## config.mk

```make
export PLATFORM = sky130hd
export DESIGN_NAME = pcm_tsa
export DESIGN_NICKNAME = d
export VERILOG_FILES = /design/src/rtl/pcm_tsa_pkg.sv /design/src/rtl/pcm_tsa_timing.sv /design/src/rtl/pcm_tsa_chan.sv /design/src/rtl/pcm_tsa_hwy_mux.sv /design/src/rtl/pcm_tsa.sv
export SDC_FILE = /design/constraint.sdc
export NUM_CORES = 1
export LEC_CHECK = 0
export BUFFER_PORTS_ARGS = -buffer_cell sky130_fd_sc_hd__buf_2
export CAP_MARGIN = 20
export CORE_MARGIN = 3
export CORE_UTILIZATION = 60
export DETAILED_ROUTE_END_ITERATION = 12
export PLACE_DENSITY = 0.9
export REMOVE_ABC_BUFFERS = 1
export SYNTH_ARGS = -nofsm -noshare
export SYNTH_HDL_FRONTEND = slang
export SYNTH_HIERARCHICAL = 1
export SYNTH_SLANG_ARGS = --single-unit
```

## constraint.sdc

```tcl
create_clock -name clk -period 22.5 [get_ports clk]
set_input_delay 4.5 -clock clk [delete_from_list [all_inputs] [get_ports clk]]
set_output_delay 4.5 -clock clk [all_outputs]
set_load 0.01 [all_outputs]
```

## src/rtl/pcm_tsa_pkg.sv

```systemverilog
package pcm_tsa_pkg;
  localparam int WORD_W = 16;
  localparam int BYTE_W = 8;

  // Serial word sent for a channel: linear words go out whole,
  // companded bytes are followed by the signalling byte.
  function automatic logic [WORD_W-1:0] pack_tx_word(input logic lin,
      input logic [WORD_W-1:0] smp, input logic [BYTE_W-1:0] sig);
    return lin ? smp : {smp[BYTE_W-1:0], sig};
  endfunction

  function automatic logic [1:0] tx_slot_count(input logic lin, input logic sig_en);
    return (lin || sig_en) ? 2'd2 : 2'd1;
  endfunction

  function automatic logic [1:0] rx_slot_count(input logic lin);
    return lin ? 2'd2 : 2'd1;
  endfunction

  // Index of the final bit in a window of nslots bytes
  function automatic logic [3:0] final_bit(input logic [1:0] nslots);
    return {nslots == 2'd2, 3'b111};
  endfunction
endpackage

```

## src/rtl/pcm_tsa_timing.sv

```systemverilog
module pcm_tsa_timing #(
  parameter int SLOT_W = 7,
  parameter int OFF_W  = 3
) (
  input  logic                clk,
  input  logic                rst_n,
  input  logic                bclk,
  input  logic                fsync,
  input  logic                cfg_tx_fall,
  input  logic [OFF_W-1:0]    cfg_clk_slot,
  output logic                launch_edge,
  output logic                smp_edge,
  output logic                frame_start,
  output logic                frame_vld,
  output logic [SLOT_W+2:0]   fbit,
  output logic                pos_vld,
  output logic [SLOT_W-1:0]   slot,
  output logic [2:0]          bidx
);
  localparam int FBIT_W = SLOT_W + 3;
  localparam logic [FBIT_W-1:0] FBIT_MAX = '1;

  logic bclk_q;
  logic rise, fall;
  logic [FBIT_W-1:0] lpos;
  logic [FBIT_W-1:0] off_ext;

  assign rise        = bclk & ~bclk_q;
  assign fall        = ~bclk & bclk_q;
  assign launch_edge = cfg_tx_fall ? fall : rise;
  assign smp_edge    = cfg_tx_fall ? rise : fall;
  assign frame_start = launch_edge & fsync;

  always_ff @(posedge clk or negedge rst_n) begin
    if (!rst_n) begin
      bclk_q    <= 1'b0;
      fbit      <= '0;
      frame_vld <= 1'b0;
    end else begin
      bclk_q <= bclk;
      if (launch_edge) begin
        if (fsync)                fbit <= '0;
        else if (fbit != FBIT_MAX) fbit <= fbit + 1'b1;
      end
      if (frame_start) frame_vld <= 1'b1;
    end
  end

  assign off_ext = FBIT_W'(cfg_clk_slot);
  assign lpos    = fbit - off_ext;
  assign pos_vld = frame_vld && (fbit >= off_ext);
  assign slot    = lpos[FBIT_W-1:3];
  assign bidx    = lpos[2:0];
endmodule

```

## src/rtl/pcm_tsa_chan.sv

```systemverilog
module pcm_tsa_chan
  import pcm_tsa_pkg::*;
#(
  parameter int SLOT_W = 7,
  parameter int NHWY   = 2,
  parameter int HWY_W  = 1
) (
  input  logic               clk,
  input  logic               rst_n,
  input  logic               frame_start,
  input  logic               smp_edge,
  input  logic               pos_vld,
  input  logic [SLOT_W-1:0]  slot,
  input  logic [2:0]         bidx,
  input  logic               tx_en,
  input  logic               rx_en,
  input  logic               lin,
  input  logic               sig_en,
  input  logic [HWY_W-1:0]   hwy,
  input  logic [SLOT_W-1:0]  tx_base,
  input  logic [SLOT_W-1:0]  rx_base,
  input  logic [WORD_W-1:0]  tx_sample,
  input  logic [BYTE_W-1:0]  tx_sig,
  input  logic [NHWY-1:0]    hwy_rx,
  output logic               tx_own,
  output logic               tx_bit,
  output logic [WORD_W-1:0]  rx_sample,
  output logic               rx_valid
);
  logic [WORD_W-1:0] word_q;
  logic [WORD_W-1:0] rx_sr;
  logic [SLOT_W:0]   tx_off, rx_off;
  logic [3:0]        tx_k, rx_k;
  logic              rx_hit, rx_last, rx_line;

  always_ff @(posedge clk or negedge rst_n) begin
    if (!rst_n)           word_q <= '0;
    else if (frame_start) word_q <= pack_tx_word(lin, tx_sample, tx_sig);
  end

  assign tx_off = {1'b0, slot} - {1'b0, tx_base};
  assign tx_own = pos_vld && tx_en && (slot >= tx_base) &&
                  (tx_off < (SLOT_W+1)'(tx_slot_count(lin, sig_en)));
  assign tx_k   = {tx_off[0], bidx};
  assign tx_bit = tx_own & word_q[~tx_k];

  assign rx_off  = {1'b0, slot} - {1'b0, rx_base};
  assign rx_hit  = pos_vld && rx_en && (slot >= rx_base) &&
                   (rx_off < (SLOT_W+1)'(rx_slot_count(lin)));
  assign rx_k    = {rx_off[0], bidx};
  assign rx_last = (rx_k == final_bit(rx_slot_count(lin)));

  generate
    if ((1 << HWY_W) == NHWY) begin : g_rx_full
      assign rx_line = hwy_rx[hwy];
    end else begin : g_rx_guard
      assign rx_line = (int'(hwy) < NHWY) ? hwy_rx[hwy] : 1'b0;
    end
  endgenerate

  always_ff @(posedge clk or negedge rst_n) begin
    if (!rst_n) begin
      rx_sr     <= '0;
      rx_sample <= '0;
      rx_valid  <= 1'b0;
    end else begin
      rx_valid <= 1'b0;
      if (rx_hit && smp_edge) begin
        rx_sr <= {rx_sr[WORD_W-2:0], rx_line};
        if (rx_last) begin
          rx_valid  <= 1'b1;
          rx_sample <= lin ? {rx_sr[WORD_W-2:0], rx_line}
                           : {{BYTE_W{1'b0}}, rx_sr[BYTE_W-2:0], rx_line};
        end
      end
    end
  end
endmodule

```

## src/rtl/pcm_tsa_hwy_mux.sv

```systemverilog
module pcm_tsa_hwy_mux #(
  parameter int NCH   = 4,
  parameter int NHWY  = 2,
  parameter int HWY_W = 1
) (
  input  logic [NCH-1:0]              tx_own,
  input  logic [NCH-1:0]              tx_bit,
  input  logic [NCH-1:0][HWY_W-1:0]   chan_hwy,
  output logic [NHWY-1:0]             hwy_tx,
  output logic [NHWY-1:0]             hwy_oe_n,
  output logic [NHWY-1:0][NCH-1:0]    grant
);
  generate
    for (genvar h = 0; h < NHWY; h++) begin : g_hwy
      logic [NCH-1:0] g;
      logic           taken;
      always_comb begin
        g     = '0;
        taken = 1'b0;
        for (int c = 0; c < NCH; c++) begin
          if (tx_own[c] && (chan_hwy[c] == HWY_W'(h)) && !taken) begin
            g[c]  = 1'b1;
            taken = 1'b1;
          end
        end
      end
      assign grant[h]    = g;
      assign hwy_tx[h]   = |(g & tx_bit);
      assign hwy_oe_n[h] = ~taken;
    end
  endgenerate
endmodule

```

## src/rtl/pcm_tsa.sv

```systemverilog
module pcm_tsa
  import pcm_tsa_pkg::*;
#(
  parameter int NCH    = 4,
  parameter int NHWY   = 2,
  parameter int SLOT_W = 7,
  parameter int OFF_W  = 3,
  localparam int HWY_W = (NHWY > 1) ? $clog2(NHWY) : 1
) (
  input  logic                          clk,
  input  logic                          rst_n,
  input  logic                          bclk,
  input  logic                          fsync,
  input  logic                          cfg_tx_fall,
  input  logic [OFF_W-1:0]              cfg_clk_slot,
  input  logic [NCH-1:0]                cfg_tx_en,
  input  logic [NCH-1:0]                cfg_rx_en,
  input  logic [NCH-1:0]                cfg_linear,
  input  logic [NCH-1:0]                cfg_sig_en,
  input  logic [NCH-1:0][HWY_W-1:0]     cfg_hwy,
  input  logic [NCH-1:0][SLOT_W-1:0]    cfg_tx_slot,
  input  logic [NCH-1:0][SLOT_W-1:0]    cfg_rx_slot,
  input  logic [NCH-1:0][WORD_W-1:0]    tx_sample,
  input  logic [NCH-1:0][BYTE_W-1:0]    tx_sig,
  input  logic [NHWY-1:0]               hwy_rx,
  output logic [NHWY-1:0]               hwy_tx,
  output logic [NHWY-1:0]               hwy_oe_n,
  output logic [NCH-1:0][WORD_W-1:0]    rx_sample,
  output logic [NCH-1:0]                rx_valid
);
  localparam int FBIT_W = SLOT_W + 3;

  logic                          launch_edge, smp_edge, frame_start;
  logic                          frame_vld, pos_vld;
  logic [FBIT_W-1:0]             fbit;
  logic [SLOT_W-1:0]             slot;
  logic [2:0]                    bidx;
  logic [NCH-1:0]                tx_own, tx_bit;
  logic [NHWY-1:0][NCH-1:0]      hwy_grant;

  pcm_tsa_timing #(.SLOT_W(SLOT_W), .OFF_W(OFF_W)) u_timing (
    .clk(clk), .rst_n(rst_n), .bclk(bclk), .fsync(fsync),
    .cfg_tx_fall(cfg_tx_fall), .cfg_clk_slot(cfg_clk_slot),
    .launch_edge(launch_edge), .smp_edge(smp_edge), .frame_start(frame_start),
    .frame_vld(frame_vld), .fbit(fbit), .pos_vld(pos_vld),
    .slot(slot), .bidx(bidx)
  );

  generate
    for (genvar c = 0; c < NCH; c++) begin : g_chan
      pcm_tsa_chan #(.SLOT_W(SLOT_W), .NHWY(NHWY), .HWY_W(HWY_W)) u_chan (
        .clk(clk), .rst_n(rst_n), .frame_start(frame_start), .smp_edge(smp_edge),
        .pos_vld(pos_vld), .slot(slot), .bidx(bidx),
        .tx_en(cfg_tx_en[c]), .rx_en(cfg_rx_en[c]), .lin(cfg_linear[c]),
        .sig_en(cfg_sig_en[c]), .hwy(cfg_hwy[c]),
        .tx_base(cfg_tx_slot[c]), .rx_base(cfg_rx_slot[c]),
        .tx_sample(tx_sample[c]), .tx_sig(tx_sig[c]), .hwy_rx(hwy_rx),
        .tx_own(tx_own[c]), .tx_bit(tx_bit[c]),
        .rx_sample(rx_sample[c]), .rx_valid(rx_valid[c])
      );
    end
  endgenerate

  pcm_tsa_hwy_mux #(.NCH(NCH), .NHWY(NHWY), .HWY_W(HWY_W)) u_mux (
    .tx_own(tx_own), .tx_bit(tx_bit), .chan_hwy(cfg_hwy),
    .hwy_tx(hwy_tx), .hwy_oe_n(hwy_oe_n), .grant(hwy_grant)
  );
endmodule

```

---- Word level (Yosys, flattened, before mapping) ----
Index checks and enable logic that the tools add are counted.
word-level totals
  logic and storage cells ................. 203
  memories kept ........................... 0
  latch bits .............................. 0
  output and inout bits ................... 72
  input port bits ......................... 182
  bits in registers ....................... 204
  memory bits (read-only) ................. 0
  memory bits (writable) .................. 0
cells by class
  magnitude comparators ................... 25
  $add $sub $neg .......................... 10
  div/mod/pow operators ................... 0
  multipliers ............................. 0
  multiplexer cells ....................... 58
  reductions and logical operators ........ 61
  bitwise gates (word level) .............. 21
  equality and inequality tests ........... 9
  shift-type cells ........................ 0
operators by type and width
  operator                                                               number
  16-bit two-way mux                                                     8
  8-bit by 2-bit < comparator with 1-bit output                          8
  7-bit by 7-bit subtractor with 8-bit output                            8
  7-bit greater-or-equal comparator                                      8
  1-bit logical AND                                                      43
  1-bit two-way mux                                                      36
  4-bit by 5-bit < comparator with 1-bit output (second input constant)  4
  10-bit two-way mux                                                     2
  1-bit binary-select mux with 4-bit select                              4
  4-bit equality test                                                    4
  2-bit two-way mux                                                      8
  4-bit inverter                                                         4
  10-bit by 1-bit adder with 10-bit output (second input constant)       1
  10-bit by 3-bit greater-or-equal comparator with 1-bit output          1
  10-bit != test (second input constant)                                 1
  2-bit AND reduction                                                    5
  10-bit by 3-bit subtractor with 10-bit output                          1
  4-bit bitwise AND                                                      2
  2-bit equality test (second input constant)                            4
  1-bit by 2-bit < comparator with 1-bit output (second input constant)  4
  1-bit inverter                                                         8
  4-bit OR reduction                                                     2
  1-bit bitwise AND                                                      7
  1-bit logical NOT                                                      6
  other kinds (2)                                                        5

---- Logic depth before layout (Yosys ltp) ----
  depth in word-level cells ............... 18
  gate-level depth with buffers ........... 18
  gate-level depth less buffers ........... 18

---- Cells and area by module ----
The synthesis kept the hierarchy.
by module, submodules not included
  module           seq. area each (um^2)  area an instance (um^2)  instances  cells each
  pcm_tsa_chan     1,201.2                2,812.7                  4          253
  pcm_tsa_timing   300.3                  935.9                    1          108
  pcm_tsa_hwy_mux  0.0                    180.2                    1          22

---- Worst setup path after synthesis ----
Ideal clock, no wire load.
  kind .................................... input to output
  start ................................... input cfg_clk_slot[0]
  end ..................................... output hwy_tx[0]
  slack ................................... 9.090 ns
  path buffers ............................ 0
  arrival ................................. 8.910 ns
  required time ........................... 18.000 ns
  stages on the path ...................... 14
  path through ............................ ha_1 -> inv_1 -> fa_1 -> a211oi_1 -> xnor2_1 -> inv_1 -> fa_1 -> inv_1 -> ha_1 -> a2111o_1 -> a2111oi_2 -> nor2b_2 -> mux2_2 -> a221o_1
RTL lines
  element          RTL line       source
  start, declared  pcm_tsa.sv:15  input logic [OFF_W-1:0] cfg_clk_slot,
  end, declared    pcm_tsa.sv:26  output logic [NHWY-1:0] hwy_tx,

==> metrics.md <==
| Metric | Value |
|---|---|
| Final WL | 33000 µm |
| Worst-path fanout max | 5 |
| Clock power frac | 30.3% |
| Vias/cell | 5.79 |
| Initial antenna violation count | 15 |
| Yosys warning count | 6 |
| Slew Viols, Final | 0 |
| # nets final | 1657 |
| Syn Inst Count | 1140 |
| H-Tree Level Count | 1 |
| RR Startpoint | u_timing/fbit[0]$_DFFE_PN0P_ |
| Drt pass-1 iters | 5 |
| Syn avg cell area | 10.8 µm² |
| Initial DRC Count | 577 |
| # DRC | 0 |
| CP Launch Point | cfg_clk_slot[1] |
| Clk_skew | 0.0100 ns |
| Final Hold Viols | 0 |
| Crit end category | output pin |
| Share of cells above drive strength 1 | 33.0% |
| Crit share post-route | 62.4% |
| Area Growth Syn to Fin | 19.0% |
| Hold Crit Class | flop to flop |
| Root Buffer | clkbuf_16 |
| All-Layer GR Usage | 28.7% |
| Die width | 150 µm |
| Rows | 51 |
| Seq pwr share | 33.7% |
| Leak | 7.40 nW |
| Vias in the first global route | 9958 |
| Outcome | finished clean |
| Filler instances | 1288 |
| Crit Path Category | primary input to output pin |
| PD cells | 84.8 nW/µm² |
| IO Port Bufs | 253 |
| Via count | 9756 |
| Core Region | 19800 µm² |
| Int Pwr | 0.000824 W |
| Mapped Area | 12400 µm² |
| Clock sink total | 204 |
| First-pass GRT wire length | 50700 µm |
| Hold Path Origin | u_timing/frame_vld$_DFFE_PN0P_ |
| Comb pwr share | 36.0% |
| Initial Util | 62.3% |
| Routed len/inst | 19.6 µm |
| Cells along the critical path | buf_2 -> inv_1 -> ha_1 -> nor2b_1 -> o21ai_0 -> nor2b_1 -> xnor2_1 -> inv_1 -> ha_1 -> fa_1 -> inv_1 -> ha_1 -> a2111o_1 -> a2111oi_2 -> nor2b_2 -> mux2_2 -> a221o_1 -> buf_2 |
| Gpl congestion | 0.899 |
| Fmax | 0.0712 GHz |
| Worst skew pair latency | 0.51 ns |
| Post-DRT Antenna Nets | 0 |
| Psw | 0.000422 W |
| Arrival @ worst endpoint | 9.54 ns |
| Slew headroom | 20.2% |
| CP max-delay cell | a2111oi_2 |
| Startpoint Class | primary input |
| Hold_buf cts | 0 |
| Fin Setup TNS | 0 ns |
| CTS resizes | 0 |
| Endpoints failing setup | 0 |
| Maxcap violations | 0 |
| Die footprint | 22400 µm² |
| Setup repair bufs after CTS | 0 |
| TritonCTS Buffers | 22 |
| Final WS setup | 8.46 ns |
| Worst-Margin Slew | 1.18 ns |
| Chip Height | 150 µm |
| Clk pin slew, worst setup/hold paths | 0.06 ns |
| Slowest stage delay, CP | 0.73 ns |
| Period minus WS final | 14.04 ns |
| I/O Pins | 254 |
| CTS tree | yes |
| HPWL Detailed | 23600 µm |
| RSZ-0062 raised after global routing | no |
| Clock Path Buffers | 3 |
| Placement Setup Slack | 8.56 ns |
| Total gr overflow | 0 |
| Worst IR Drop VDD | 0.0612 mV |
| Largest net degree at the start of global routing | 120 |
| Sw Ratio | 33.9% |
| Worst path required time | 18.00 ns |
power by group through the flow:
stage               Sequential (W)  Clock, W  Combinational, W
detailed placement        0.000424         0          0.000438
floorplan                 0.000418         0          0.000312
global route              0.000422  0.000399          0.000494
finish                    0.000419  0.000378          0.000449
global placement          0.000421         0          0.000416
CTS                       0.000419  0.000383          0.000443
per-stage QoR:
step	total power, W	cells	cell area (µm²)	utilization, %	hold slack, ns
final	0.00125	1684	14700	74.1	0.479
after global routing	0.00132	1683	14700	74.1	0.484
after CTS	0.00125	1669	14600	73.6	0.472
after detailed placement	0.000862	1631	13900	69.8	0.457
after global placement	0.000837	1630	13800	69.8	0.455
after floorplan	0.000730	1097	12100	-	0.427
per-layer routing:
metal	wire length (µm)	global-route usage, %	share of wire, %
met5	58	0	0.18
met4	1330	11.9	4.0
met3	2640	6.36	8.0
met2	16600	49.2	50
met1	12400	35.2	38
worst max-delay path: cells and delay by family:
kind	cells	cell delay (ns)
AOI/OAI and AO/OA	4	1.55
adders and majority gates	4	1.33
and+or+nand+nor	3	0.71
xor gates and xnor gates	1	0.59
buffers and inverters	5	0.49
muxes	1	0.37
state kept, by name (all words and copies together), names as in the netlist:
register	cells
g_chan.u_chan/rx_sample	64
u_timing/frame_vld	1
u_timing/bclk_q	1
g_chan.u_chan/rx_valid	4
g_chan.u_chan/rx_sr	60
g_chan.u_chan/word_q	64
u_timing/fbit	10
layout by cell type (no fill, tap or decap), drive strengths merged, types with 24 or more instances in the layout:
cell type / n
ha: 72
nor2: 92
clkbuf: 28
o21ai: 41
buf: 272
mux2: 98
nor2b: 24
a21oi: 90
mux2i: 102
dfrtp: 204
inv: 135
nand2: 49
path summary, 6_finish.rpt:
check / slack [ns] / to / cells past startpoint
min in group asynchronous: 4.14 / g_chan[0].u_chan/rx_sample[3]$_DFFE_PN0P_ / 1
max in group asynchronous: 17.16 / g_chan[2].u_chan/rx_sr[7]$_DFFE_PN0P_ / 3
worst min register to register: 0.48 / u_timing/frame_vld$_DFFE_PN0P_ / 2
worst max-delay path: 8.46 / hwy_tx[0] / 18
worst max register to register: 17.18 / g_chan[2].u_chan/rx_sample[9]$_DFFE_PN0P_ / 15
worst min-delay path: 0.48 / u_timing/frame_vld$_DFFE_PN0P_ / 2
cell type report:
type                            instances  area, µm²  share of cell area, %
Inverter                              134        503                   3.42
Antenna cell                           11       27.5                  0.187
Sequential cell                       204       5100                   34.7
Timing Repair Buffer                  273       1460                   9.93
Multi-Input combinational cell        759       6520                   44.4
Clock inverter                         11        141                  0.962
Tap cell                              265        332                   2.26
Clock buffer                           27        611                   4.15
Power figures use the tool's default switching activity.
